--- src/rtl/tsr_pkg.sv ---
package tsr_pkg;

    // Number of redundant copies of the chain
    localparam int NCOPY = 3;
    // Width of the copy selector on the injection port
    localparam int COPY_W = 2;

    // Output source selection
    typedef enum logic {
        MODE_SINGLE = 1'b0,
        MODE_TRIPLE = 1'b1
    } mode_e;

    // Per-copy tail bits gathered for voting
    typedef struct packed {
        logic t2;
        logic t1;
        logic t0;
    } tails_t;

    // Bitwise two-of-three majority
    function automatic logic maj3(input logic a, input logic b, input logic c);
        return (a & b) | (a & c) | (b & c);
    endfunction

    // Pattern index that was current OFF cycles before the given phase
    function automatic int back_phase(input int ph, input int off, input int plen);
        return (ph + plen - (off % plen)) % plen;
    endfunction

endpackage

--- src/rtl/tsr_pattern_src.sv ---
module tsr_pattern_src
    import tsr_pkg::*;
#(
    parameter int                    PAT_LEN  = 4,
    parameter logic [PAT_LEN-1:0]    PAT_BITS = 4'b1101,
    localparam int                   PH_W     = (PAT_LEN > 1) ? $clog2(PAT_LEN) : 1
) (
    input  logic            clk,
    input  logic            rst,
    output logic [PH_W-1:0] phase,
    output logic            pat_bit
);

    localparam logic [PH_W-1:0] PH_LAST = PH_W'(PAT_LEN - 1);

    always_ff @(posedge clk) begin
        if (rst) begin
            phase <= '0;
        end else if (phase == PH_LAST) begin
            phase <= '0;
        end else begin
            phase <= phase + 1'b1;
        end
    end

    // Most significant pattern bit is emitted first
    always_comb begin
        pat_bit = PAT_BITS[PAT_LEN - 1 - int'(phase)];
    end

    // phase never leaves its range
    a_r2_phase_range: assert property (@(posedge clk) disable iff (rst)
        int'(phase) < PAT_LEN);

    // phase advances by one (mod length) every cycle
    a_r2_phase_step: assert property (@(posedge clk) disable iff (rst)
        (phase != PH_LAST) |=> (phase == $past(phase) + 1'b1));

endmodule

--- src/rtl/tsr_chain.sv ---
module tsr_chain #(
    parameter int LEN = 32
) (
    input  logic           clk,
    input  logic           rst,
    input  logic           din,
    input  logic           resync,
    input  logic [LEN-1:0] load,
    input  logic [LEN-1:0] flip,
    output logic [LEN-1:0] q
);

    logic [LEN-1:0] shifted;

    // Position 0 takes the new bit; a set flip bit inverts what lands there
    assign shifted = {q[LEN-2:0], din} ^ flip;

    always_ff @(posedge clk) begin
        if (rst) begin
            q <= '0;
        end else if (resync) begin
            q <= load;
        end else begin
            q <= shifted;
        end
    end

    // reset empties the chain
    a_r1_chain_clear: assert property (@(posedge clk)
        rst |=> (q == '0));

endmodule

--- src/rtl/tsr_voter.sv ---
module tsr_voter
    import tsr_pkg::*;
(
    input  tails_t tails,
    input  mode_e  mode,
    output logic   y
);

    logic voted;

    always_comb begin
        voted = maj3(tails.t0, tails.t1, tails.t2);
        unique case (mode)
            MODE_TRIPLE: y = voted;
            default:     y = tails.t0;
        endcase
    end

endmodule

--- src/rtl/tsr_checker.sv ---
module tsr_checker
    import tsr_pkg::*;
#(
    parameter int                    CHAIN_LEN = 32,
    parameter int                    PAT_LEN   = 4,
    parameter logic [PAT_LEN-1:0]    PAT_BITS  = 4'b1101,
    parameter int                    CNT_W     = 8,
    localparam int                   PH_W      = (PAT_LEN > 1) ? $clog2(PAT_LEN) : 1,
    localparam int                   MASK_W    = $clog2(CHAIN_LEN + 1)
) (
    input  logic             clk,
    input  logic             rst,
    input  logic [PH_W-1:0]  phase,
    input  logic             observed,
    input  logic             mode_chg,
    output logic             fail_flag,
    output logic [CNT_W-1:0] fail_count
);

    localparam logic [MASK_W-1:0] MASK_FULL = MASK_W'(CHAIN_LEN);
    localparam logic [CNT_W-1:0]  CNT_MAX   = {CNT_W{1'b1}};

    logic [MASK_W-1:0] mask_cnt;
    logic              expected;
    logic              armed;
    logic              mismatch;

    // The tail now holds the pattern bit from CHAIN_LEN cycles ago
    always_comb begin
        expected = PAT_BITS[PAT_LEN - 1 - back_phase(int'(phase), CHAIN_LEN, PAT_LEN)];
    end

    assign armed    = (mask_cnt == '0);
    assign mismatch = armed && (observed != expected);

    always_ff @(posedge clk) begin
        if (rst) begin
            mask_cnt <= MASK_FULL;
        end else if (mode_chg) begin
            mask_cnt <= MASK_FULL;
        end else if (!armed) begin
            mask_cnt <= mask_cnt - 1'b1;
        end
    end

    always_ff @(posedge clk) begin
        if (rst) begin
            fail_flag  <= 1'b0;
            fail_count <= '0;
        end else if (mismatch) begin
            fail_flag <= 1'b1;
            if (fail_count != CNT_MAX) begin
                fail_count <= fail_count + 1'b1;
            end
        end
    end

    // flag is sticky
    a_r7_flag_sticky: assert property (@(posedge clk) disable iff (rst)
        fail_flag |=> fail_flag);

    // counter never falls and never jumps by more than one
    a_r7_count_step: assert property (@(posedge clk) disable iff (rst)
        1'b1 |=> ((fail_count == $past(fail_count)) ||
                  (fail_count == $past(fail_count) + 1'b1)));

    // counter holds once at its ceiling
    a_r7_count_sat: assert property (@(posedge clk) disable iff (rst)
        (fail_count == CNT_MAX) |=> (fail_count == CNT_MAX));

    // no failure is counted while the mask window is open
    a_r8_mask_quiet: assert property (@(posedge clk) disable iff (rst)
        (mask_cnt != '0) |=> $stable(fail_count));

    // a counted failure always leaves the flag set
    a_r6_count_implies_flag: assert property (@(posedge clk) disable iff (rst)
        (fail_count != '0) |-> fail_flag);

endmodule

--- src/rtl/tsr_top.sv ---
module tsr_top
    import tsr_pkg::*;
#(
    parameter int                    CHAIN_LEN = 32,
    parameter int                    PAT_LEN   = 4,
    parameter logic [PAT_LEN-1:0]    PAT_BITS  = 4'b1101,
    parameter int                    CNT_W     = 8,
    localparam int                   POS_W     = $clog2(CHAIN_LEN),
    localparam int                   PH_W      = (PAT_LEN > 1) ? $clog2(PAT_LEN) : 1
) (
    input  logic                clk,
    input  logic                rst,
    input  logic                tmr_en,
    input  logic                inj_stb,
    input  logic [COPY_W-1:0]   inj_copy,
    input  logic [POS_W-1:0]    inj_pos,
    output logic                data_out,
    output logic                fail_flag,
    output logic [CNT_W-1:0]    fail_count
);

    localparam logic [CHAIN_LEN-1:0] ONE_BIT = {{(CHAIN_LEN-1){1'b0}}, 1'b1};

    logic [PH_W-1:0]      phase;
    logic                 pat_bit;
    mode_e                mode_q;
    logic                 mode_chg;
    logic [CHAIN_LEN-1:0] q    [NCOPY];
    logic [CHAIN_LEN-1:0] flip [NCOPY];
    logic [CHAIN_LEN-1:0] lead_next;
    tails_t               tails;

    // Pattern source shared by all copies
    tsr_pattern_src #(
        .PAT_LEN  (PAT_LEN),
        .PAT_BITS (PAT_BITS)
    ) u_src (
        .clk     (clk),
        .rst     (rst),
        .phase   (phase),
        .pat_bit (pat_bit)
    );

    // Registered redundancy mode and change detection
    assign mode_chg = (tmr_en != (mode_q == MODE_TRIPLE));

    always_ff @(posedge clk) begin
        if (rst) begin
            mode_q <= tmr_en ? MODE_TRIPLE : MODE_SINGLE;
        end else begin
            mode_q <= tmr_en ? MODE_TRIPLE : MODE_SINGLE;
        end
    end

    // Value copy 0 takes at the coming edge, used to realign the others
    assign lead_next = {q[0][CHAIN_LEN-2:0], pat_bit} ^ flip[0];

    for (genvar c = 0; c < NCOPY; c++) begin : g_copy
        assign flip[c] = (inj_stb && (inj_copy == COPY_W'(c))) ? (ONE_BIT << inj_pos)
                                                              : '0;
        tsr_chain #(
            .LEN (CHAIN_LEN)
        ) u_chain (
            .clk    (clk),
            .rst    (rst),
            .din    (pat_bit),
            .resync ((c != 0) ? mode_chg : 1'b0),
            .load   (lead_next),
            .flip   (flip[c]),
            .q      (q[c])
        );
    end

    assign tails = '{t2: q[2][CHAIN_LEN-1], t1: q[1][CHAIN_LEN-1], t0: q[0][CHAIN_LEN-1]};

    tsr_voter u_vote (
        .tails (tails),
        .mode  (mode_q),
        .y     (data_out)
    );

    tsr_checker #(
        .CHAIN_LEN (CHAIN_LEN),
        .PAT_LEN   (PAT_LEN),
        .PAT_BITS  (PAT_BITS),
        .CNT_W     (CNT_W)
    ) u_chk (
        .clk        (clk),
        .rst        (rst),
        .phase      (phase),
        .observed   (data_out),
        .mode_chg   (mode_chg),
        .fail_flag  (fail_flag),
        .fail_count (fail_count)
    );

    // after a mode switch with no injection, all copies agree
    a_r8_resync: assert property (@(posedge clk) disable iff (rst)
        (mode_chg && !inj_stb) |=> ((q[1] == q[0]) && (q[2] == q[0])));

    // in triple mode, two agreeing minority copies set the output
    a_r4_vote: assert property (@(posedge clk) disable iff (rst)
        ((mode_q == MODE_TRIPLE) && (tails.t1 == tails.t2)) |-> (data_out == tails.t1));

    // in single mode, the other copies do not steer the output
    a_r3_single: assert property (@(posedge clk) disable iff (rst)
        (mode_q == MODE_SINGLE) |-> (data_out == q[0][CHAIN_LEN-1]));

    // outputs clear after reset
    a_r1_out_clear: assert property (@(posedge clk)
        rst |=> (!data_out && !fail_flag && (fail_count == '0)));

endmodule

--- config.mk ---
export PLATFORM = sky130hd
export DESIGN_NAME = tsr_top
export DESIGN_NICKNAME = d
export VERILOG_FILES = /design/src/rtl/tsr_pkg.sv /design/src/rtl/tsr_pattern_src.sv /design/src/rtl/tsr_chain.sv /design/src/rtl/tsr_voter.sv /design/src/rtl/tsr_checker.sv /design/src/rtl/tsr_top.sv
export SDC_FILE = /design/constraint.sdc
export NUM_CORES = 1
export LEC_CHECK = 0
export ABC_CLOCK_PERIOD_IN_PS = 2280
export BUFFER_PORTS_ARGS = -buffer_cell sky130_fd_sc_hd__buf_4
export CAP_MARGIN = 10
export CORE_UTILIZATION = 40
export DETAILED_ROUTE_END_ITERATION = 8
export GPL_TIMING_DRIVEN = 0
export SETUP_SLACK_MARGIN = 0.3
export SYNTH_ARGS = -nofsm -noshare
export SYNTH_HDL_FRONTEND = slang
export SYNTH_SLANG_ARGS = --single-unit
--- constraint.sdc ---
create_clock -name clk -period 2.28 [get_ports clk]
set_input_delay 0.114 -clock clk [delete_from_list [all_inputs] [get_ports clk]]
set_output_delay 0.114 -clock clk [all_outputs]
set_load 0.02 [all_outputs]
==> Yosys cells after proc, flatten, opt, wreduce, memory -nomap -nowiden <==
Cells that the tools add are included.
{ "totals": {"reg_bits": 114, "inputBits": 11, "output_inout_bits": 10, "elab_cells": 55} }
{ "op_classes": {"n_addsub": 6, "order_cmp": 2, "n_eq_ne": 6, "shift": 1, "mux": 13, "bitwise": 9, "reduce_logical": 10} }
{ "op_table": {"columns": ["cell", "n"], "rows": [
  ["$mux 32", 5],
  ["$xor 32x32->32", 3],
  ["$lt 32x4->1 const B", 2],
  ["$shl 1x5->32 const A", 1],
  ["$add 8x1->8 const B", 1],
  ["$ne 8x8->1 const B", 1],
  ["$logic_not 6->1", 1],
  ["$mux 1", 6],
  ["$reduce_or 2->1", 3],
  ["$sub 6x1->6 const B", 1],
  ["$add 2x1->2 const B", 2],
  ["$bmux 1 s2", 2],
  ["$eq 2x2->1 const B", 2],
  ["$logic_and 1x1->1", 4],
  ["$sub 3x3->4 const A", 1],
  ["$and 1x1->1", 3],
  ["$sub 2x2->3 const A", 1],
  ["$eq 2x1->1 const B", 1],
  ["$logic_not 2->1", 1],
  ["$ne 1x1->1", 2],
  ["$or 1x1->1", 2],
  ["$reduce_and 2->1", 1],
  ["$and 1x1->1 const A", 1]
]} }

==> Longest topological paths before layout <==
{ "logic_depth": {"depth_word": 10, "ltp_mapped": 8, "depth_no_buf": 6} }

==> Modules after synthesis <==
A second synthesis with hierarchy kept.
{ "unflattened": {"cells_unflattened": 713, "area_unflattened_um2": 6726.5} }
{ "by_module_without_submodules": {"columns": ["mod", "instances", "cells_each", "area_each_um2"], "rows": [
  ["tsr_chain", 3, 138, 1567.8],
  ["tsr_top", 1, 209, 1192.4],
  ["tsr_checker", 1, 79, 724.4],
  ["tsr_pattern_src", 1, 8, 82.6],
  ["tsr_voter", 1, 3, 23.8]
]} }

==> Least setup slack after synthesis <==
Ideal clock, no wire load.
{ "synth_path": {"kind": "reg-to-reg", "from": "register u_chk.mask_cnt[0]", "to": "register u_chk.fail_count[7]", "setup_ps": 70, "arrival_ps": 1518, "required_time_ps": 2210, "slack_ps": 692, "path_stages_with_launch": 8, "n_path_buf": 1, "path_cell_list": "dfxtp_1 > inv_1 > ha_1 > and3_1 > clkbuf_1 > nand2_1 > or4_1 > a21oi_1"} }
{ "synth_via": {"elab_chain_len": 3} }
{ "synth_rtl": {"columns": ["item", "line_no", "rtl"], "rows": [
  ["start: declaration", "tsr_checker.sv:23", "logic [MASK_W-1:0] mask_cnt;"],
  ["start signal: assignment", "tsr_checker.sv:42", "mask_cnt <= mask_cnt - 1'b1;"],
  ["$logic_not 6->1", "tsr_checker.sv:33", "assign armed = (mask_cnt == '0);"],
  ["$logic_and 1x1->1", "tsr_checker.sv:34", "assign mismatch = armed && (observed != expected);"],
  ["$reduce_and 2->1 (no source line)", null, null],
  ["end signal: assignment", "tsr_checker.sv:53", "fail_count <= fail_count + 1'b1;"],
  ["end: declaration", "tsr_checker.sv:17", "output logic [CNT_W-1:0] fail_count"]
]} }
No other way between the ends.
A chain may end at the register's enable or synchronous reset.

==> Worst setup path after layout <==
{ "layout_path": {"from": "register mode_q", "to": "register g_copy[1].u_chain.q[16]"} }
{ "layout_via": {"elab_chain_len": 2} }
{ "layout_rtl": {"columns": ["item", "line_no", "rtl"], "rows": [
  ["start: declaration", "tsr_top.sv:26", "mode_e mode_q;"],
  ["start signal: assignment", "tsr_top.sv:49", "mode_q <= tmr_en ? MODE_TRIPLE : MODE_SINGLE;"],
  ["start signal: assignment", "tsr_top.sv:51", "mode_q <= tmr_en ? MODE_TRIPLE : MODE_SINGLE;"],
  ["$ne 1x1->1", "tsr_top.sv:45", "assign mode_chg = (tmr_en != (mode_q == MODE_TRIPLE));"],
  ["$mux 32", "tsr_chain.sv:21", "end else if (resync) begin"],
  ["end signal: assignment", "tsr_chain.sv:22", "q <= load;"],
  ["end signal: assignment", "tsr_chain.sv:24", "q <= shifted;"],
  ["end: declaration", "tsr_chain.sv:10", "output logic [LEN-1:0] q"]
]} }
No other way between the ends.

==> flow_metrics.py <==
metrics = {
    "outcome": {
        "status": "completed",
    },
    "floorplan": {
        "initial_core_util_pct": 41.1,
        "die_h_um": 113,
        "rows": 40,
        "io_pins": 21,
        "fp.coreArea_mm2": 0.0120,
        "die_area_mm2": 0.0128,
        "die_w_um": 113,
    },
    "run": {
        "cap_violations": 0,
    },
    "cells_and_area": {
        "final_util_pct": 48.4,
        "synthToLayoutAreaGrowth_pct": 17.7,
        "diodes": 0,
        "drive_above_1_share_pct": 10.3,
        "multi_input_area_mm2": 0.00251,
        "nets": 627,
        "fillers": 1169,
        "seqCellArea_mm2": 0.00228,
    },
    "pwr": {
        "p_int_mw": 3.63,
        "ir_drop_v": 0.000563,
        "p_clk_share_pct": 48.3,
        "p_sw_share_pct": 23.9,
        "power.density_mw_per_mm2": 821,
        "seq_power_share_pct": 43.6,
        "combPwrFrac_pct": 8.1,
        "leakage_nw": 2.00,
        "power_switching_mw": 1.14,
    },
    "drt": {
        "vias": 3935,
        "wl_um": 11800,
        "drtPass1Iterations": 4,
        "antenna_left": 0,
        "drc": 0,
        "avgRoutedWirePerCell_um": 15.3,
        "drt_iter0_drc": 265,
        "vias_per_cell": 5.12,
    },
    "yosys": {
        "avgSynthCellArea_um2": 8.65,
        "synth.most_common_cell": "dfxtp_1",
        "ys_top_cells_by_count": "dfxtp_1 (114), nor2_1 (110), xnor2_1 (68), o22ai_1 (62), nand2_1 (59)",
        "synth_nets": 587,
        "synth_edf_count": 0,
        "synth_area_mm2": 0.00494,
        "synth_area_leader_cell": "dfxtp_1",
        "synth-seq-cells": 114,
        "synth_cell_types": 38,
        "syn_inst": 571,
        "synth-main-ff-cell": "dfxtp_1",
        "synth_top_cell_area_share_pct": 46.2,
        "seq_area_frac_synth_pct": 46.2,
        "ys_warn_count": 0,
        "synth.area.top_cells": "dfxtp_1 (46%), xnor2_1 (12%), nor2_1 (8.4%)",
        "synthArstFlopShare_pct": 0,
    },
    "sta": {
        "worst_slew_pin_slew_ns": 0.631,
        "slew_viol_final": 0,
        "hold_viol": 0,
        "hold_ws_ns": 0.172,
        "slew_headroom_pct": 58.0,
        "clock.fmax_mhz": 567,
        "finalClockSkew_ns": 0.0104,
        "period_share_pct": 77.4,
        "fin_ws_ns": 0.516,
        "rsz0062_at_grt": "no",
        "post-route-min-period_ns": 1.76,
        "setup-tns-final_ns": 0,
        "finalSetupViolCount": 0,
    },
    "clock_tree": {
        "cts_tree": "built",
        "clk_root_buffer_cell": "clkbuf_16",
        "cts_setup_buffers": 0,
        "clock_sinks": 114,
        "numCtsBuffers": 17,
        "htree_levels": 4,
        "cts.clk_slew.worst_paths_ns": 0.05,
        "clockBufferDepth": 2,
        "insertion_delay_ns": 0.41,
    },
    "placement": {
        "io_buffers": 20,
        "dp_hpwl_um": 8170,
        "place_congestion": 0.798,
        "dp_slack_ns": 0.126,
    },
    "global_route": {
        "track_usage_pct": 20.2,
        "grt_pass1_wl_um": 19600,
        "grt.overflow.total": 0,
        "grt_pass1_vias": 3933,
        "antenna_found_initial": 0,
        "grt_max_degree": 17,
    },
    "critical_path": {
        "rr_endpoint": "g_copy[1].u_chain.q[16]",
        "reg2reg_from": "mode_q",
        "cp.required_ns": 2.54,
        "cp_max_fo": 10,
        "cp.arrival_ns": 2.03,
        "crit_path_start_kind": "flip-flop",
        "crit_path_end_kind": "flip-flop",
        "reg2reg_depth": 5,
        "critical_path_class": "reg2reg",
        "rrSetupSlack_ns": 0.52,
    },
    "hold_path": {
        "min_delay_path_depth": 5,
        "hold_class": "in2reg",
        "min_from": "inj_copy[1]",
        "min_to": "g_copy[1].u_chain.q[0]",
    },
}
[worst max path at each step]
stage	cells after the start	start	end	slack, ns
after global routing	7	u_chk.mask_cnt[0]	u_chk.fail_count[7]	0.36
after detailed placement	5	mode_q	g_copy[2].u_chain.q[3]	0.13
after global placement	5	mode_q	g_copy[2].u_chain.q[3]	0.15
after CTS	5	mode_q	g_copy[1].u_chain.q[16]	0.31
final	5	mode_q	g_copy[1].u_chain.q[16]	0.52
after floorplan	7	u_chk.mask_cnt[0]	u_chk.fail_count[7]	0.69
[cell type report]
cell class,instances,share of cell area (%)
Timing Repair Buffer,21,2.76
Multi-Input combinational cell,418,43.2
Clock inverter,6,0.560
Tap cell,147,3.16
Inverter,4,0.258
Clock buffer,24,8.29
Buffer,35,2.52
Sequential cell,114,39.3
[flip-flops by register name, summed over array words and instances, names as in the netlist]
register	flops
u_chk.mask_cnt	6
u_src.phase	2
mode_q	1
g_copy.u_chain.q	96
u_chk.fail_flag	1
u_chk.fail_count	8
[critical path, stage by stage (launching register included)]
cell and delay, ns:
dfxtp_1 0.34, xnor2_2 0.35, or2_2 0.18, clkbuf_1 0.27, clkbuf_2 0.33, o22ai_1 0.15
[power by group through the flow]
stage / clock [mW] / combinational [mW] / sequential [mW]
after floorplan: 0 / 0.261 / 2.12
after global placement: 0 / 0.377 / 2.12
after detailed placement: 0 / 0.382 / 2.12
after CTS: 2.35 / 0.386 / 2.08
after global routing: 2.46 / 0.427 / 2.08
final: 2.30 / 0.388 / 2.08
[kinds of logic after synthesis]
group | Yosys count | synth area share [%]
fa+ha+maj | 5 | 1.27
compound gates | 82 | 10.5
mux | 1 | 0.203
buf+inv | 39 | 3.07
simple gates | 226 | 20.3
flops | 114 | 46.2
xor+xnor | 104 | 18.4
[cells in the final DEF, fill, tap and decap left out, drive strengths merged, types with 2 or more instances in the layout]
cell	synthesis	routed
nand2b	4	4
xnor2	68	68
nor2b	6	6
a21oi	9	9
or4	2	2
nand4	3	3
nor2	110	110
or2	5	5
ha	5	5
buf	5	25
o22ai	62	62
o31ai	2	2
dfxtp	114	114
inv	4	4
and3	3	3
or3	5	5
or3b	4	4
nand2	59	59
o21ai	5	5
nand3	4	4
and3b	4	4
xor2	36	36
and2	2	2
clkinv	0	5
nor3	11	11
clkbuf	30	54
[through the flow]
step	cell area, µm²	total power [mW]	instances
after CTS	5800	4.82	769
final	5810	4.77	769
after floorplan	4940	2.38	571
after global placement	5270	2.50	738
after global routing	5810	4.97	769
after detailed placement	5270	2.50	738
[routing by layer]
metal  global-route usage (%)  vias up  part of all wire, %
met5                        0        -                    0
met4                     8.77        0                 0.56
met3                     5.57        8                  3.7
met2                     33.3       77                   49
met1                     24.7     1866                   47
li1                         -     1984                    -
[repair_timing]
item                                    4_1_cts  5_1_grt
pin swaps                                     0        0
gates resized for setup                       2       14
hold endpoints to repair                      1        0
hold buffers                                  1        0
endpoints found under the setup margin       60       50
gates cloned                                  0        0
Power figures use the tool's default switching activity.
